### config.mk
export PLATFORM = sky130hd
export DESIGN_NAME = rx_ring_writer
export DESIGN_NICKNAME = d
export VERILOG_FILES = /design/src/rtl/rxr_pkg.sv /design/src/rtl/rxr_desc_table.sv /design/src/rtl/rxr_buf_mem.sv /design/src/rtl/rxr_ctrl.sv /design/src/rtl/rx_ring_writer.sv
export SDC_FILE = /design/constraint.sdc
export NUM_CORES = 1
export LEC_CHECK = 0
export BUFFER_PORTS_ARGS = -buffer_cell sky130_fd_sc_hd__buf_2
export CORE_MARGIN = 1
export CORE_UTILIZATION = 58
export CTS_BUF_LIST = sky130_fd_sc_hd__clkbuf_8
export DETAILED_ROUTE_END_ITERATION = 12
export PLACE_DENSITY = 0.87
export SLEW_MARGIN = 10
export SYNTH_ARGS = -nofsm -noshare
export SYNTH_HDL_FRONTEND = slang
export SYNTH_HIERARCHICAL = 1
export SYNTH_SLANG_ARGS = --single-unit
### constraint.sdc
create_clock -name clk -period 3.3 [get_ports clk]
set_input_delay 0.33 -clock clk [delete_from_list [all_inputs] [get_ports clk]]
set_output_delay 0.33 -clock clk [all_outputs]
set_load 0.005 [all_outputs]
### src/rtl/rxr_pkg.sv
package rxr_pkg;
    localparam int STAT_W    = 2;
    localparam int STAT_ERR  = 0;
    localparam int STAT_TRNC = 1;

    typedef enum logic [1:0] {
        ST_IDLE    = 2'd0,
        ST_RECV    = 2'd1,
        ST_HALT    = 2'd2,
        ST_STOPPED = 2'd3
    } rxr_state_e;
endpackage

### src/rtl/rxr_desc_table.sv
module rxr_desc_table
    import rxr_pkg::*;
#(
    parameter int NDESC = 4,
    parameter int LEN_W = 5,
    parameter int IDX_W = 2
) (
    input  logic              clk,
    input  logic              rst_n,
    input  logic              give_we,
    input  logic [IDX_W-1:0]  give_idx,
    input  logic              give_wrap,
    input  logic              upd_we,
    input  logic [IDX_W-1:0]  upd_idx,
    input  logic [LEN_W-1:0]  upd_len,
    input  logic [STAT_W-1:0] upd_stat,
    input  logic [IDX_W-1:0]  hw_idx,
    output logic              hw_empty,
    output logic              hw_wrap,
    input  logic [IDX_W-1:0]  rd_idx,
    output logic              rd_empty,
    output logic              rd_wrap,
    output logic [LEN_W-1:0]  rd_len,
    output logic [STAT_W-1:0] rd_stat
);
    logic              empty_q [NDESC];
    logic              wrap_q  [NDESC];
    logic [LEN_W-1:0]  len_q   [NDESC];
    logic [STAT_W-1:0] stat_q  [NDESC];

    always_ff @(posedge clk) begin
        for (int i = 0; i < NDESC; i++) begin
            if (!rst_n) begin
                empty_q[i] <= 1'b0;
                wrap_q[i]  <= 1'b0;
                len_q[i]   <= '0;
                stat_q[i]  <= '0;
            end else if (upd_we && upd_idx == IDX_W'(i)) begin
                empty_q[i] <= 1'b0;
                len_q[i]   <= upd_len;
                stat_q[i]  <= upd_stat;
            end else if (give_we && give_idx == IDX_W'(i)) begin
                empty_q[i] <= 1'b1;
                wrap_q[i]  <= give_wrap;
                len_q[i]   <= '0;
                stat_q[i]  <= '0;
            end
        end
    end

    assign hw_empty = empty_q[hw_idx];
    assign hw_wrap  = wrap_q[hw_idx];
    assign rd_empty = empty_q[rd_idx];
    assign rd_wrap  = wrap_q[rd_idx];
    assign rd_len   = len_q[rd_idx];
    assign rd_stat  = stat_q[rd_idx];
endmodule

### src/rtl/rxr_buf_mem.sv
module rxr_buf_mem #(
    parameter int NDESC     = 4,
    parameter int BUF_BYTES = 16,
    parameter int IDX_W     = 2,
    parameter int OFF_W     = 4
) (
    input  logic             clk,
    input  logic             wr_en,
    input  logic [IDX_W-1:0] wr_idx,
    input  logic [OFF_W-1:0] wr_off,
    input  logic [7:0]       wr_data,
    input  logic [IDX_W-1:0] rd_idx,
    input  logic [OFF_W-1:0] rd_off,
    output logic [7:0]       rd_data
);
    localparam int DEPTH = NDESC * BUF_BYTES;
    localparam int AW    = $clog2(DEPTH);

    logic [7:0]    mem [DEPTH];
    logic [AW-1:0] wr_addr;
    logic [AW-1:0] rd_addr;

    assign wr_addr = AW'(wr_idx) * AW'(BUF_BYTES) + AW'(wr_off);
    assign rd_addr = AW'(rd_idx) * AW'(BUF_BYTES) + AW'(rd_off);

    always_ff @(posedge clk) begin
        if (wr_en) mem[wr_addr] <= wr_data;
    end

    assign rd_data = mem[rd_addr];
endmodule

### src/rtl/rxr_ctrl.sv
module rxr_ctrl
    import rxr_pkg::*;
#(
    parameter int NDESC     = 4,
    parameter int BUF_BYTES = 16,
    parameter int LEN_W     = 5,
    parameter int IDX_W     = 2,
    parameter int OFF_W     = 4
) (
    input  logic              clk,
    input  logic              rst_n,
    input  logic              rx_valid,
    input  logic              rx_sof,
    input  logic              rx_eof,
    input  logic              rx_err,
    input  logic [LEN_W-1:0]  cfg_maxlen,
    input  logic              cfg_base_we,
    input  logic [IDX_W-1:0]  cfg_base_idx,
    input  logic              sw_halt_clr,
    input  logic              sw_busy_clr,
    input  logic              sw_stop_req,
    input  logic              cur_empty,
    input  logic              cur_wrap,
    output logic [IDX_W-1:0]  widx,
    output logic [IDX_W-1:0]  base_idx,
    output logic              buf_wr_en,
    output logic [OFF_W-1:0]  buf_wr_off,
    output logic              desc_upd_we,
    output logic [LEN_W-1:0]  desc_upd_len,
    output logic [STAT_W-1:0] desc_upd_stat,
    output logic              busy_evt,
    output logic              halted,
    output logic              stop_done
);
    rxr_state_e       state_q, state_d;
    logic [LEN_W-1:0] cnt_q;
    logic             trunc_q;
    logic [LEN_W-1:0] eff_max, pos, new_cnt;
    logic             start, take, fits, new_trunc, done;
    logic [IDX_W-1:0] next_idx;

    assign eff_max   = (cfg_maxlen > LEN_W'(BUF_BYTES)) ? LEN_W'(BUF_BYTES) : cfg_maxlen;
    assign start     = (state_q == ST_IDLE) && rx_valid && rx_sof && !sw_stop_req;
    assign take      = (start && cur_empty) || ((state_q == ST_RECV) && rx_valid);
    assign pos       = (state_q == ST_IDLE) ? '0 : cnt_q;
    assign fits      = pos < eff_max;
    assign new_cnt   = fits ? pos + 1'b1 : pos;
    assign new_trunc = ((state_q == ST_RECV) && trunc_q) || !fits;
    assign done      = take && rx_eof;
    assign next_idx  = cur_wrap ? base_idx
                     : (widx == IDX_W'(NDESC - 1)) ? '0 : widx + 1'b1;

    // next-state logic
    always_comb begin
        state_d = state_q;
        unique case (state_q)
            ST_IDLE: begin
                if (sw_stop_req)     state_d = ST_STOPPED;
                else if (start)      state_d = !cur_empty ? ST_HALT
                                             : (rx_eof ? ST_IDLE : ST_RECV);
            end
            ST_RECV: begin
                if (rx_valid && rx_eof)
                    state_d = sw_stop_req ? ST_STOPPED : ST_IDLE;
            end
            ST_HALT:    if (sw_halt_clr)  state_d = ST_IDLE;
            ST_STOPPED: if (!sw_stop_req) state_d = ST_IDLE;
            default:    state_d = ST_IDLE;
        endcase
    end

    // state register
    always_ff @(posedge clk) begin
        if (!rst_n) state_q <= ST_IDLE;
        else        state_q <= state_d;
    end

    // datapath registers
    always_ff @(posedge clk) begin
        if (!rst_n) begin
            cnt_q    <= '0;
            trunc_q  <= 1'b0;
            widx     <= '0;
            base_idx <= '0;
            busy_evt <= 1'b0;
        end else begin
            if (take) begin
                cnt_q   <= new_cnt;
                trunc_q <= new_trunc;
            end
            if (cfg_base_we && state_q != ST_RECV) begin
                base_idx <= cfg_base_idx;
                widx     <= cfg_base_idx;
            end else if (done) begin
                widx <= next_idx;
            end
            if (start && !cur_empty) busy_evt <= 1'b1;
            else if (sw_busy_clr)    busy_evt <= 1'b0;
        end
    end

    // outputs
    always_comb begin
        buf_wr_en     = take && fits;
        buf_wr_off    = pos[OFF_W-1:0];
        desc_upd_we   = done;
        desc_upd_len  = new_cnt;
        desc_upd_stat = '0;
        desc_upd_stat[STAT_ERR]  = rx_err;
        desc_upd_stat[STAT_TRNC] = new_trunc;
        halted    = 1'b0;
        stop_done = 1'b0;
        unique case (state_q)
            ST_HALT:    halted    = 1'b1;
            ST_STOPPED: stop_done = 1'b1;
            default: ;
        endcase
    end
endmodule

### src/rtl/rx_ring_writer.sv
module rx_ring_writer
    import rxr_pkg::*;
#(
    parameter int NDESC     = 4,
    parameter int BUF_BYTES = 16,
    localparam int LEN_W    = $clog2(BUF_BYTES + 1),
    localparam int IDX_W    = $clog2(NDESC),
    localparam int OFF_W    = $clog2(BUF_BYTES)
) (
    input  logic              clk,
    input  logic              rst_n,
    input  logic              rx_valid,
    input  logic              rx_sof,
    input  logic              rx_eof,
    input  logic              rx_err,
    input  logic [7:0]        rx_data,
    input  logic [LEN_W-1:0]  cfg_maxlen,
    input  logic              cfg_base_we,
    input  logic [IDX_W-1:0]  cfg_base_idx,
    input  logic              sw_give_we,
    input  logic [IDX_W-1:0]  sw_give_idx,
    input  logic              sw_give_wrap,
    input  logic              sw_halt_clr,
    input  logic              sw_busy_clr,
    input  logic              sw_stop_req,
    input  logic [IDX_W-1:0]  sw_rd_idx,
    input  logic [OFF_W-1:0]  sw_rd_off,
    output logic              rd_empty,
    output logic              rd_wrap,
    output logic [LEN_W-1:0]  rd_len,
    output logic [STAT_W-1:0] rd_stat,
    output logic [7:0]        rd_byte,
    output logic              busy_evt,
    output logic              halted,
    output logic              stop_done,
    output logic [IDX_W-1:0]  wr_index
);
    logic              hw_empty, hw_wrap;
    logic [IDX_W-1:0]  ring_base;
    logic              buf_wr_en;
    logic [OFF_W-1:0]  buf_wr_off;
    logic              desc_upd_we;
    logic [LEN_W-1:0]  desc_upd_len;
    logic [STAT_W-1:0] desc_upd_stat;

    rxr_ctrl #(.NDESC(NDESC), .BUF_BYTES(BUF_BYTES), .LEN_W(LEN_W),
               .IDX_W(IDX_W), .OFF_W(OFF_W)) u_ctrl (
        .clk(clk), .rst_n(rst_n),
        .rx_valid(rx_valid), .rx_sof(rx_sof), .rx_eof(rx_eof), .rx_err(rx_err),
        .cfg_maxlen(cfg_maxlen), .cfg_base_we(cfg_base_we), .cfg_base_idx(cfg_base_idx),
        .sw_halt_clr(sw_halt_clr), .sw_busy_clr(sw_busy_clr), .sw_stop_req(sw_stop_req),
        .cur_empty(hw_empty), .cur_wrap(hw_wrap),
        .widx(wr_index), .base_idx(ring_base),
        .buf_wr_en(buf_wr_en), .buf_wr_off(buf_wr_off),
        .desc_upd_we(desc_upd_we), .desc_upd_len(desc_upd_len), .desc_upd_stat(desc_upd_stat),
        .busy_evt(busy_evt), .halted(halted), .stop_done(stop_done)
    );

    rxr_desc_table #(.NDESC(NDESC), .LEN_W(LEN_W), .IDX_W(IDX_W)) u_desc (
        .clk(clk), .rst_n(rst_n),
        .give_we(sw_give_we), .give_idx(sw_give_idx), .give_wrap(sw_give_wrap),
        .upd_we(desc_upd_we), .upd_idx(wr_index), .upd_len(desc_upd_len), .upd_stat(desc_upd_stat),
        .hw_idx(wr_index), .hw_empty(hw_empty), .hw_wrap(hw_wrap),
        .rd_idx(sw_rd_idx), .rd_empty(rd_empty), .rd_wrap(rd_wrap),
        .rd_len(rd_len), .rd_stat(rd_stat)
    );

    rxr_buf_mem #(.NDESC(NDESC), .BUF_BYTES(BUF_BYTES), .IDX_W(IDX_W), .OFF_W(OFF_W)) u_buf (
        .clk(clk),
        .wr_en(buf_wr_en), .wr_idx(wr_index), .wr_off(buf_wr_off), .wr_data(rx_data),
        .rd_idx(sw_rd_idx), .rd_off(sw_rd_off), .rd_data(rd_byte)
    );
endmodule

Word level (Yosys, flattened, before mapping)
Memory sizes are Yosys's and may differ from the RTL's. A register that Yosys moved wholly into a read port is not among the register bits.
Cells that the tools add are included.
Word-level totals
  memories: 5
  bits in registers: 13
  memory bits (writable): 548
  output and inout bits: 22
  input bits: 35
Operators by class
  magnitude comparators: 2
  equality and inequality tests: 14
  add/subtract/negate cells: 4
  mux-type cells: 83
  bitwise operators: 28
  reductions and logical operators: 30
Memories
  u_buf.mem: words 64, width 8, rd ports 1, clocked after memory_dff 0, wr ports 1, RTL line rxr_buf_mem.sv:19  | logic [7:0] mem [DEPTH];
  u_desc.len_q: words 4, width 5, rd ports 1, clocked after memory_dff 0, wr ports 4, RTL line rxr_desc_table.sv:28  | logic [LEN_W-1:0] len_q [NDESC];
  u_desc.stat_q: words 4, width 2, rd ports 1, clocked after memory_dff 0, wr ports 4, RTL line rxr_desc_table.sv:29  | logic [STAT_W-1:0] stat_q [NDESC];
  u_desc.empty_q: words 4, width 1, rd ports 2, clocked after memory_dff 1, wr ports 4, RTL line rxr_desc_table.sv:26  | logic empty_q [NDESC];
  u_desc.wrap_q: words 4, width 1, rd ports 2, clocked after memory_dff 1, wr ports 4, RTL line rxr_desc_table.sv:27  | logic wrap_q [NDESC];
Operator list (number)
  5-bit two-way mux: 11
  1-bit two-way mux: 48
  2-bit two-way mux: 23
  1-bit OR: 28
  1-bit logical AND: 19
  6-bit by 4-bit adder with 6-bit output: 2
  2-bit == test, second input constant: 6
  2-bit one-hot mux with 4 select lines: 1
  2-bit by 1-bit == test with 1-bit output, second input constant: 3
  2-bit logical NOT: 3
  2-bit inequality test, second input constant: 3
  5-bit by 1-bit adder with 5-bit output, second input constant: 1
  5-bit > comparator, second input constant: 1
  5-bit less-than comparator: 1
  4-bit AND reduction: 1
  2-bit nonzero test: 2
  1-bit logical NOT: 3
  3-bit by 2-bit inequality test with 1-bit output, second input constant: 1
  2-bit by 1-bit adder with 2-bit output, second input constant: 1
  1-bit logical OR: 2
  2-bit by 1-bit inequality test with 1-bit output, second input constant: 1

Logic depth before layout (Yosys ltp)
Gate-level depths: netlist of the first run.
  depth after elaboration: 13
  gate-level depth with buffers: 12
  depth with buffers taken out: 11

Hierarchy
Netlist of the first run, hierarchy kept.
By module, submodules not included
  rxr_buf_mem: area an instance 20006.7 um^2, seq. area each 15374.7 um^2, cells each 932, times used 1
  rxr_desc_table: area an instance 1684.1 um^2, seq. area each 1061.0 um^2, cells each 112, times used 1
  rxr_ctrl: area an instance 1036.0 um^2, seq. area each 260.2 um^2, cells each 138, times used 1

Least setup slack after synthesis of the first run
OpenSTA, ideal clock, no wires.
  path kind: register -> register
  start point: reg u_ctrl.state_q[1]
  end point: mem u_buf.mem[62][0] (enable)
  library setup time: 0.371 ns
  arrival: 3.010 ns
  cell stages (with the launch flop): 11
  slack: -0.080 ns
  path buffers: 0
  clock period less this slack: 3.380 ns
  path through: dfxtp_1 or2_2 and2_1 ha_1 a21oi_1 o21ai_1 or2_2 nor2_1 nor2b_1 nand3_1 nor2_1
RTL lines
  from (decl): RTL line rxr_ctrl.sv:35  | rxr_state_e state_q, state_d;
  from (signal assigned): RTL line rxr_ctrl.sv:75  | else state_q <= state_d;
  2-bit logical NOT: RTL line rxr_ctrl.sv:45  | assign pos = (state_q == ST_IDLE) ? '0 : cnt_q;
  5-bit two-way mux: RTL line rxr_ctrl.sv:45
  named net buf_wr_off[2]: RTL line rx_ring_writer.sv:41  | logic [OFF_W-1:0] buf_wr_off;
  5-bit less-than comparator: RTL line rxr_ctrl.sv:46  | assign fits = pos < eff_max;
  1-bit logical AND: RTL line rxr_ctrl.sv:104  | buf_wr_en = take && fits;
  named net buf_wr_en: RTL line rx_ring_writer.sv:40  | logic buf_wr_en;
  1-bit two-way mux: RTL line rxr_buf_mem.sv:27  | if (wr_en) mem[wr_addr] <= wr_data;
  1-bit two-way mux (not written as such): RTL line rxr_buf_mem.sv:27
  to (decl): RTL line rxr_buf_mem.sv:19
The timed path passes the listed nets, and every way through them passes these cells.

Worst setup path after layout of the first run
  start point: reg u_ctrl.state_q[1]
  end point: mem u_buf.mem[17][2] (enable)
Same word-level chain as after synthesis.

==> qor.log, run 1 <==
[job] reported max-cap violation count 0
[floorplan] row count 72
[worst_hold_path] hold-critical path depth 3
[floorplan] die height 200 um
[logic_synthesis] most frequently used flop master after synthesis sky130_fd_sc_hd__edfxtp_1
[worst_setup_path] beginning of the worst register-to-register path u_ctrl/state_q[1]
[layout] Total Nets Final 1423
[drt] number of vias after detailed routing 12900
[floorplan] die outline area 40000 um2
[layout] final antenna diode count 0
[logic_synthesis] number of synthesis warnings 6
[logic_synthesis] area fraction of the dominant cell type after synthesis 72.1%
[logic_synthesis] register bit count reported by yosys 561
[logic_synthesis] top cells by count, synth sky130_fd_sc_hd__edfxtp_1, sky130_fd_sc_hd__mux4_2, sky130_fd_sc_hd__nor2_1
[layout] Filler cells 2283
[drt] Residual DRC 0
[logic_synthesis] library cell with the largest summed area after synthesis sky130_fd_sc_hd__edfxtp_1
[timing] ratio of final minimum period to clock period 96.3%
[place] placer congestion estimate 0.905
[worst_setup_path] worst reg2reg path endpoint u_buf/mem[17][2]
[power_and_ir_drop] power per unit of standard cell area 537 nW/um2
[timing] worst-margin pin slew 0.832 ns
[clocking] CTS Root Buffer Type sky130_fd_sc_hd__clkbuf_8
[timing] number of failing hold endpoints at the final stage 0
[place] count of buffers from port buffering 56
[layout] post-route design area 25900 um2
[worst_hold_path] type of the worst min-delay path in -> reg
[logic_synthesis] FFs w/ async S/R, synth 0%
[clocking] number of sinks driven by the clock tree 561
[clocking] clock latency on the worst-skew pair 0.62 ns
[clocking] maximum level of the CTS H-tree 3
[drt] Initial DRC Count 1776
[worst_setup_path] register-to-register setup slack 0.12 ns
[worst_setup_path] category of the worst setup path capture point register
[global_routing] via count of the first global-routing pass 13000
[global_routing] antenna violations before repair 0
[worst_setup_path] Critical Path Start Type register
[timing] maximum operating frequency 0.315 GHz
[floorplan] effective utilization at floorplan 58.8%
[logic_synthesis] top cells by area, synth sky130_fd_sc_hd__edfxtp_1, sky130_fd_sc_hd__mux4_2, sky130_fd_sc_hd__nor2_1
[worst_hold_path] Worst Hold End u_ctrl/busy_evt
[clocking] CTS Buf Count 83
[drt] topmost layer with routed signal wires met4
[clocking] CTS tree done
[drt] met2 wire length 26.6 mm
[worst_hold_path] startpoint of the lowest-slack hold path rx_valid
[worst_setup_path] WP data arrival 3.49 ns
[floorplan] Ports 57
[drt] count of TritonRoute iterations in the first routing pass 8
[clocking] maximum number of buffers from clock root to sink 3
[logic_synthesis] EDFF count, synth 546
[drt] ANT nets after route 0
[drt] overall routed net length 54.2 mm
[logic_synthesis] gate count of the mapped netlist 1182
[global_routing] pin count of the biggest net entering global routing 65
[logic_synthesis] Post-Syn Area 22700 um2
[place] Area after DPL 24300 um2
[worst_setup_path] largest driver fanout on the critical path 8
[timing] final worst path period need 3.18 ns
[worst_setup_path] class of the most critical setup path reg -> reg
[clocking] total setup buffers inserted after CTS 0
[power_and_ir_drop] static leakage 8.66 nW
[drt] average detailed-routed wire length per instance 27.6 um
[timing] count of final max-slew check failures 0
[drt] average via count per standard cell 6.57
[logic_synthesis] top-count cell post-synth sky130_fd_sc_hd__edfxtp_1
[power_and_ir_drop] final total power 13.9 mW
[timing] Final Setup Violations 0
[place] HPWL reported at the end of detailed placement 33.8 mm
[status] result of the run finished, final reports clean
[logic_synthesis] sequential-to-total area share from yosys stat 73.5%
[worst_setup_path] required time worst endpoint 3.62 ns
[clocking] clk slew on worst S/H paths 0.07 ns
[drt] met3 routed wirelength 6.46 mm
[logic_synthesis] count of cell types in the netlist 61
[power_and_ir_drop] worst supply voltage drop on vdd 0.323 mV
[floorplan] Floorplan Core Area 38600 um2
[worst_setup_path] worst reg-to-reg path cell count 12
[layout] area delta synth->final 14.0%
[logic_synthesis] Avg Inst Size Synth 19.2 um2
[floorplan] horizontal die dimension 200 um
[timing] max-slew headroom at the worst pin 44.5%
[logic_synthesis] number of nets produced by synthesis 1223
[timing] Worst Clk Skew 0.0291 ns
[drt] Post-Route M1 WL 18.9 mm
[global_routing] wire length of the first global-routing pass 80.8 mm
[global_routing] global router's overall resource usage 28.4%
[global_routing] overflow left after global routing 0
[timing] RSZ-0062 raised after global routing no
[layout] share of layout cells above drive strength 1 31.4%
worst max-delay path, cell delays in order (launching register included):
cell and delay [ns]:
sky130_fd_sc_hd__dfxtp_1 0.30, sky130_fd_sc_hd__or2_2 0.35, sky130_fd_sc_hd__and2_1 0.20, sky130_fd_sc_hd__ha_1 0.33
sky130_fd_sc_hd__a21oi_2 0.19, sky130_fd_sc_hd__o21ai_1 0.09, sky130_fd_sc_hd__or2_2 0.31, sky130_fd_sc_hd__nor2_2 0.17
sky130_fd_sc_hd__buf_4 0.17, sky130_fd_sc_hd__nand3_1 0.16, sky130_fd_sc_hd__buf_4 0.24, sky130_fd_sc_hd__nor2_1 0.14
sky130_fd_sc_hd__buf_4 0.21
per-layer routing:
layer,global-route usage (%),vias up
met5,0,-
met4,11.6,0
met3,7.06,187
met2,45.7,995
met1,37.6,6457
li1,-,5265
through the flow:
| step | setup slack, ns | hold WS [ns] | utilization (%) | TNS (ns) | std cells |
|---|---|---|---|---|---|
| floorplan | -0.0801 | 0.429 | - | -10.09 | 1182 |
| global placement | 0.0826 | 0.442 | 62.8 | 0 | 1810 |
| detailed placement | -0.0848 | 0.448 | 62.8 | -3.21 | 1810 |
| CTS | -0.0211 | 0.00152 | 66.9 | -0.296 | 1965 |
| global route | 0.0181 | 0.0396 | 67.0 | 0 | 1965 |
| finish | 0.122 | 0.0524 | 67.0 | 0 | 1965 |
how the worst max path moves through the flow:
stage / start / end
3_3_place_gp: u_ctrl/state_q[1] / u_buf/mem[16][0]
3_5_place_dp: u_ctrl/state_q[1] / u_buf/mem[32][6]
5_1_grt: u_ctrl/state_q[1] / u_buf/mem[25][0]
6_report: u_ctrl/state_q[1] / u_buf/mem[17][2]
4_1_cts: u_ctrl/state_q[1] / u_buf/mem[16][0]
2_1_floorplan: u_ctrl/state_q[1] / u_buf/mem[62][0]
state kept, by name (all words and copies together), names as in the netlist:
register         flops
u_buf/mem          512
u_desc/len_q        20
u_desc/stat_q        8
u_ctrl/cnt_q         5
u_desc/empty_q       4
u_desc/wrap_q        4
u_ctrl/base_idx      2
u_ctrl/state_q       2
u_ctrl/widx          2
u_ctrl/busy_evt      1
u_ctrl/trunc_q       1
timing repair:
action	in CTS	in global routing
cloned	0	0
endpoints found under the setup margin	102	494
endpoints found under the hold margin	6	0
hold buffers	5	0
gates resized for setup	4	14
report_power, final:
group          switching (mW)  internal (mW)  leakage, nW  total, mW
registers              0.0193           7.85         5.08       7.87
logic                   0.572          0.352         2.72      0.925
clock network            2.53           2.58        0.856       5.11
cells by family (layout without fill, tap and decap cells):
| family | Yosys count | count (layout) | share of synthesized area [%] |
|---|---|---|---|
| AOI/OAI and AO/OA | 97 | 97 | 3.08 |
| xor gates and xnor gates | 2 | 2 | 0.0771 |
| adders and majority gates | 6 | 6 | 0.330 |
| buffers and inverters | 72 | 337 | 1.81 |
| DFF | 561 | 561 | 73.5 |
| muxes | 176 | 176 | 15.4 |
| and+or+nand+nor | 268 | 268 | 5.86 |
placed cells by master, fill, tap and decap left out, types with 6 or more instances in the layout:
master and n:
sky130_fd_sc_hd__a211oi_1 6, sky130_fd_sc_hd__a21oi_1 13, sky130_fd_sc_hd__a221oi_1 6, sky130_fd_sc_hd__and2_1 20
sky130_fd_sc_hd__and3_1 15, sky130_fd_sc_hd__buf_12 6, sky130_fd_sc_hd__buf_2 53, sky130_fd_sc_hd__buf_4 112
sky130_fd_sc_hd__clkbuf_8 87, sky130_fd_sc_hd__clkinv_1 25, sky130_fd_sc_hd__clkinv_2 15, sky130_fd_sc_hd__dfxtp_1 15
sky130_fd_sc_hd__edfxtp_1 546, sky130_fd_sc_hd__ha_1 6, sky130_fd_sc_hd__inv_1 30, sky130_fd_sc_hd__mux2_2 15
sky130_fd_sc_hd__mux2i_1 24, sky130_fd_sc_hd__mux4_2 137, sky130_fd_sc_hd__nand2_1 42, sky130_fd_sc_hd__nand2b_1 11
sky130_fd_sc_hd__nand3_1 25, sky130_fd_sc_hd__nand3b_1 7, sky130_fd_sc_hd__nand4_1 6, sky130_fd_sc_hd__nor2_1 87
sky130_fd_sc_hd__nor2_4 12, sky130_fd_sc_hd__nor2b_1 14, sky130_fd_sc_hd__nor3_1 8, sky130_fd_sc_hd__o21ai_0 12
sky130_fd_sc_hd__o221ai_1 10, sky130_fd_sc_hd__o22ai_1 8
cell type report:
class                           instances  area (um2)  share of cell area, %
Clock buffer                           86        1180                   4.57
Clock inverter                         64         320                   1.24
Inverter                               10        37.5                  0.145
Tap cell                              518         648                   2.50
Timing Repair Buffer                  177        1290                   4.98
Sequential cell                       561       16700                   64.4
Multi-Input combinational cell        549        5730                   22.1
(Power assumes the default switching activity.)
==> run 2: changes to the inputs <==
--- a/constraint.sdc
+++ b/constraint.sdc
@@ -3,2 +3,2 @@
 set_output_delay 0.33 -clock clk [all_outputs]
-set_load 0.005 [all_outputs]
+set_load 0.02 [all_outputs]
==> qor.log, run 2 (synthesis results as in run 1) <==
[layout] Total Nets Final 1423
[floorplan] horizontal die dimension 200 um
[layout] share of layout cells above drive strength 1 31.7%
[clocking] number of sinks driven by the clock tree 561
[worst_setup_path] worst reg-to-reg path cell count 12
[layout] max FFs per register 512
[drt] average via count per standard cell 6.42
[worst_setup_path] largest driver fanout on the critical path 1
[drt] ANT nets after route 0
[worst_setup_path] WP data arrival 2.91 ns
[layout] largest registers u_buf/mem x512, u_desc/len_q x20, u_desc/stat_q x8
[place] placer congestion estimate 0.920
[power_and_ir_drop] power per unit of standard cell area 539 nW/um2
[layout] area delta synth->final 14.1%
[timing] final worst path period need 3.24 ns
[floorplan] Ports 57
[global_routing] grt met3 use 6.80%
[timing] max-slew headroom at the worst pin 42.7%
[global_routing] overflow left after global routing 0
[worst_hold_path] type of the worst min-delay path in -> reg
[power_and_ir_drop] worst supply voltage drop on vdd 0.319 mV
[floorplan] die outline area 40000 um2
[clocking] CTS Root Buffer Type sky130_fd_sc_hd__clkbuf_8
[timing] worst-margin pin slew 0.860 ns
[global_routing] GRT met2 Usage 42.8%
[layout] most frequent standard cell in the layout excluding fill and tap cells sky130_fd_sc_hd__edfxtp_1
[power_and_ir_drop] static leakage 8.68 nW
[drt] number of vias after detailed routing 12700
[drt] overall routed net length 52.1 mm
[place] HPWL reported at the end of detailed placement 32.8 mm
[global_routing] antenna violations before repair 0
[floorplan] Floorplan Core Area 38600 um2
[worst_hold_path] hold-critical path depth 3
[layout] top library cells by usage in the layout, fill and taps aside sky130_fd_sc_hd__edfxtp_1, sky130_fd_sc_hd__mux4_2, sky130_fd_sc_hd__buf_4
[worst_setup_path] register-to-register setup slack 0.15 ns
[timing] count of final max-slew check failures 0
[timing] ratio of final minimum period to clock period 98.1%
[global_routing] busiest grt layer met2
[drt] Initial DRC Count 1582
[worst_setup_path] worst reg2reg path endpoint u_buf/mem[57][2]
[worst_setup_path] class of the most critical setup path reg -> out
[clocking] clock latency on the worst-skew pair 0.65 ns
[floorplan] die height 200 um
[clocking] maximum number of buffers from clock root to sink 3
[place] count of buffers from port buffering 56
[timing] Worst Clk Skew 0.0267 ns
[clocking] CTS tree done
[floorplan] row count 72
[layout] final antenna diode count 0
[timing] Final Setup Violations 0
[place] Cell Count Post-Placement 1802
[layout] non-filler instance count after layout 1971
[global_routing] pin count of the biggest net entering global routing 65
[worst_hold_path] Worst Hold End u_desc/wrap_q[2]
[global_routing] via count of the first global-routing pass 12900
[status] result of the run finished, final reports clean
[clocking] CTS Buf Count 86
[floorplan] effective utilization at floorplan 58.8%
[job] reported max-cap violation count 0
[timing] number of failing hold endpoints at the final stage 0
[worst_hold_path] startpoint of the lowest-slack hold path sw_give_wrap
[worst_setup_path] Critical Path Start Type register
[timing] maximum operating frequency 0.309 GHz
[global_routing] wire length of the first global-routing pass 78.4 mm
[clocking] clk slew on worst S/H paths 0.06 ns
[worst_setup_path] category of the worst setup path capture point primary output
[drt] count of TritonRoute iterations in the first routing pass 5
[global_routing] GR met1 Demand/Resource 36.7%
[layout] register with the most flip-flops u_buf/mem
[worst_setup_path] required time worst endpoint 2.97 ns
[timing] TNS Setup 0 ns
[worst_setup_path] beginning of the worst register-to-register path u_ctrl/state_q[1]
[global_routing] global router's overall resource usage 27.3%
[drt] Residual DRC 0
[clocking] maximum level of the CTS H-tree 3
[drt] average detailed-routed wire length per instance 26.5 um
## run 2: cell count changes in the layout (fill, tap and decap cells not counted), sizes merged
cell,change
inv,+13
clkbuf,+2
clkinvlp,+1
dlygate4sd3,+1
clkinv,-5
buf,-4
bufinv,-2
## run 2: where the power goes
group	internal, mW	leakage [nW]	switching, mW	total (mW)
clock network	2.50	0.899	2.66	5.16
logic	0.349	2.70	0.594	0.943
registers	7.85	5.08	0.0191	7.87
## run 2: per-stage QoR
stage               setup slack, ns  hold slack [ns]  power (mW)  util [%]  cell area, um2
finish                       0.0621           0.0582        14.0      67.1           25900
global route               -0.00122           0.0539        14.4      67.1           25900
CTS                         0.00334           0.0209        14.0      66.9           25900
detailed placement           -0.134            0.445        8.93      62.6           24200
global placement            -0.0507            0.442        8.90      62.6           24200
floorplan                   -0.0802            0.429        8.56         -           22800
## run 2: worst max-delay path by stage
stage	startpoint	to	slack, ns	depth (start not counted)
final	u_buf/mem[48][7]	rd_byte[7]	0.06	5
after global routing	u_buf/mem[24][6]	rd_byte[6]	-0.001	8
after CTS	u_buf/mem[29][4]	rd_byte[4]	0.003	6
after detailed placement	u_ctrl/state_q[1]	u_buf/mem[47][6]	-0.13	12
after global placement	u_ctrl/state_q[1]	u_buf/mem[23][5]	-0.05	12
after floorplan	u_ctrl/state_q[1]	u_buf/mem[62][0]	-0.08	10
## run 2: cell type report
class | instances | area, um2
clock buffer | 88 | 1210
sequential | 561 | 16700
inverter | 10 | 37.5
tap | 518 | 648
multi-input combinational | 549 | 5770
clock inverter | 71 | 315
fill | 2294 | 12700
timing repair buffer | 174 | 1260
## run 2: routing by layer
metal,up-vias,share of wire (%)
met4,0,3.6
met3,128,11
li1,5274,-
met5,-,0
met2,861,49
met1,6399,37
## run 2: timing repair
item                                    CTS  global route
pin swaps                                 1             3
endpoints found under the hold margin     6             0
buffers inserted                          2             2
gates resized for setup                  11            15
endpoints found under the setup margin  156           470
hold buffers                              6             0
## run 2: worst max-delay path, stage by stage (launching register included)
cell,delay (ns)
sky130_fd_sc_hd__edfxtp_1,0.38
sky130_fd_sc_hd__mux4_2,0.50
sky130_fd_sc_hd__mux4_2,0.51
sky130_fd_sc_hd__o21ai_0,0.48
sky130_fd_sc_hd__nand2_1,0.20
sky130_fd_sc_hd__buf_2,0.21
==> run 3: changes to the inputs <==
- PLACE_DENSITY: 0.87 -> 0.84
- clock period: 3.3 -> 4.13 ns (I/O delays scaled with it)
==> qor.log, run 3 (synthesis results as in run 1) <==
[status] result of the run finished, final reports clean
[drt] average via count per standard cell 6.53
[worst_setup_path] class of the most critical setup path reg -> reg
[layout] largest registers u_buf/mem x512, u_desc/len_q x20, u_desc/stat_q x8
[drt] number of vias after detailed routing 12500
[drt] ANT nets after route 0
[timing] final worst path period need 3.87 ns
[drt] overall routed net length 51.9 mm
[drt] Residual DRC 0
[global_routing] via count of the first global-routing pass 12500
[worst_setup_path] beginning of the worst register-to-register path u_ctrl/state_q[1]
[clocking] cts repair resizes 0
[worst_setup_path] required time worst endpoint 4.38 ns
[timing] count of final max-slew check failures 0
[worst_setup_path] worst reg-to-reg path cell count 11
[worst_setup_path] Bufs and invs on worst path 1
[global_routing] overflow left after global routing 0
[global_routing] wire length of the first global-routing pass 77.5 mm
[timing] max-slew headroom at the worst pin 35.4%
[layout] register with the most flip-flops u_buf/mem
[timing] RSZ-0062 raised after global routing no
[place] count of buffers from port buffering 56
[worst_setup_path] Slowest Stage Delay on Critical Path 0.58 ns
[floorplan] row count 72
[worst_setup_path] category of the worst setup path capture point register
[layout] final antenna diode count 0
[job] reported max-cap violation count 0
[layout] area delta synth->final 11.5%
[floorplan] horizontal die dimension 200 um
[floorplan] die outline area 40000 um2
[timing] worst hold margin 0.0308 ns
[worst_setup_path] register-to-register setup slack 0.26 ns
[timing] worst-margin pin slew 0.970 ns
[timing] number of failing hold endpoints at the final stage 0
[floorplan] Floorplan Core Area 38600 um2
[global_routing] global router's overall resource usage 27.0%
[layout] share of layout cells above drive strength 1 28.2%
[global_routing] pin count of the biggest net entering global routing 71
[timing] Worst Clk Skew 0.0334 ns
[drt] count of TritonRoute iterations in the first routing pass 6
[power_and_ir_drop] worst supply voltage drop on vdd 0.234 mV
[clocking] maximum number of buffers from clock root to sink 3
[timing] Final Setup Violations 0
[layout] register cell area after layout 16700 um2
[power_and_ir_drop] power per unit of standard cell area 439 nW/um2
[layout] max FFs per register 512
[clocking] number of buffers added to fix hold violations after cts 1
[worst_hold_path] hold-critical path depth 3
[floorplan] effective utilization at floorplan 58.8%
[timing] maximum operating frequency 0.258 GHz
[power_and_ir_drop] static leakage 8.36 nW
[clocking] CTS Buf Count 83
[worst_setup_path] WP data arrival 4.11 ns
[worst_setup_path] standard cell with the maximum stage delay on the critical path sky130_fd_sc_hd__nor2_1
[drt] Initial DRC Count 1666
[layout] top library cells by usage in the layout, fill and taps aside sky130_fd_sc_hd__edfxtp_1, sky130_fd_sc_hd__mux4_2, sky130_fd_sc_hd__nor2_1
[global_routing] antenna violations before repair 0
[floorplan] Ports 57
[power_and_ir_drop] final total power 11.1 mW
[worst_hold_path] type of the worst min-delay path in -> reg
[drt] average detailed-routed wire length per instance 27.1 um
[layout] Total Nets Final 1372
[timing] TNS Setup 0 ns
[worst_setup_path] worst reg2reg path endpoint u_buf/mem[14][3]
[clocking] maximum level of the CTS H-tree 3
[layout] most frequent standard cell in the layout excluding fill and tap cells sky130_fd_sc_hd__edfxtp_1
[clocking] clk slew on worst S/H paths 0.06 ns
[clocking] clock latency on the worst-skew pair 0.64 ns
[place] placer congestion estimate 0.886
[timing] ratio of final minimum period to clock period 93.7%
[worst_hold_path] startpoint of the lowest-slack hold path sw_busy_clr
[clocking] CTS tree done
[worst_hold_path] Worst Hold End u_ctrl/busy_evt
[layout] multi-input combinational cell area 5620 um2
[layout] Filler cells 2399
[worst_setup_path] Critical Path Start Type register
[worst_setup_path] largest driver fanout on the critical path 8
[clocking] CTS Root Buffer Type sky130_fd_sc_hd__clkbuf_8
[floorplan] die height 200 um
[place] HPWL reported at the end of detailed placement 31.8 mm
[worst_setup_path] sequence of cells on the critical path or2_2 -> and2_1 -> ha_1 -> a21oi_1 -> o21ai_1 -> or2_2 -> nor2_1 -> nor2b_1 -> nand3_1 -> buf_4 -> nor2_1
[clocking] number of sinks driven by the clock tree 561
[worst_setup_path] kind of cell with the highest combined delay on the critical path simple AND/OR/NAND/NOR gates
[clocking] total setup buffers inserted after CTS 0
==> run 3: changes by cell type in the layout (fill, tap and decap cells not counted), sizes merged <==
cell	delta
buf	-43
bufinv	+1
clkbuf	-2
clkinv	+5
clkinvlp	+1
dlygate4sd3	-5
inv	-14
==> run 3: per-layer routing <==
metal  GRT usage [%]  vias up  share of wire [%]
met4            11.8        0                3.6
li1                -     5155                  -
met2            42.2      894                 49
met1            37.6     6322                 37
met3            5.28      126                 11
met5               0        -                  0
==> run 3: metrics by stage <==
| stage | util [%] | instance area [um2] | setup WS [ns] | cells |
|---|---|---|---|---|
| 2_1_floorplan | - | 22700 | 0.750 | 1182 |
| 3_3_place_gp | 61.7 | 23800 | 0.554 | 1763 |
| 3_5_place_dp | 61.7 | 23800 | 0.414 | 1763 |
| 4_1_cts | 65.6 | 25300 | 0.389 | 1914 |
| 5_1_grt | 65.6 | 25300 | 0.0482 | 1914 |
| 6_report | 65.6 | 25300 | 0.261 | 1914 |
==> run 3: layout make-up <==
| class | instances | share of cell area, % |
|---|---|---|
| Sequential cell | 561 | 65.9 |
| Tap cell | 518 | 2.56 |
| Clock buffer | 86 | 4.67 |
| Inverter | 10 | 0.148 |
| Timing Repair Buffer | 126 | 3.34 |
| Clock inverter | 64 | 1.22 |
| Multi-Input combinational cell | 549 | 22.2 |
==> run 3: where the power goes <==
group,switching (mW),internal [mW]
logic,0.460,0.261
registers,0.0171,6.27
clock network,2.09,2.01
==> run 3: worst max path at each step <==
stage | to | cells after the start | from | slack [ns]
6_report | u_buf/mem[14][3] | 11 | u_ctrl/state_q[1] | 0.26
5_1_grt | u_buf/mem[62][6] | 11 | u_ctrl/state_q[1] | 0.05
4_1_cts | u_buf/mem[4][4] | 10 | u_ctrl/state_q[1] | 0.39
3_5_place_dp | u_buf/mem[4][1] | 10 | u_ctrl/state_q[1] | 0.41
3_3_place_gp | u_buf/mem[44][3] | 10 | u_ctrl/state_q[1] | 0.55
2_1_floorplan | u_buf/mem[62][0] | 10 | u_ctrl/state_q[1] | 0.75
==> run 3: worst min-delay path, delay by kind of cell <==
| family | cells | cell delay (ns) |
|---|---|---|
| compound gates | 1 | 0.05 |
| buf+inv | 1 | 0.07 |
| simple gates | 1 | 0.09 |
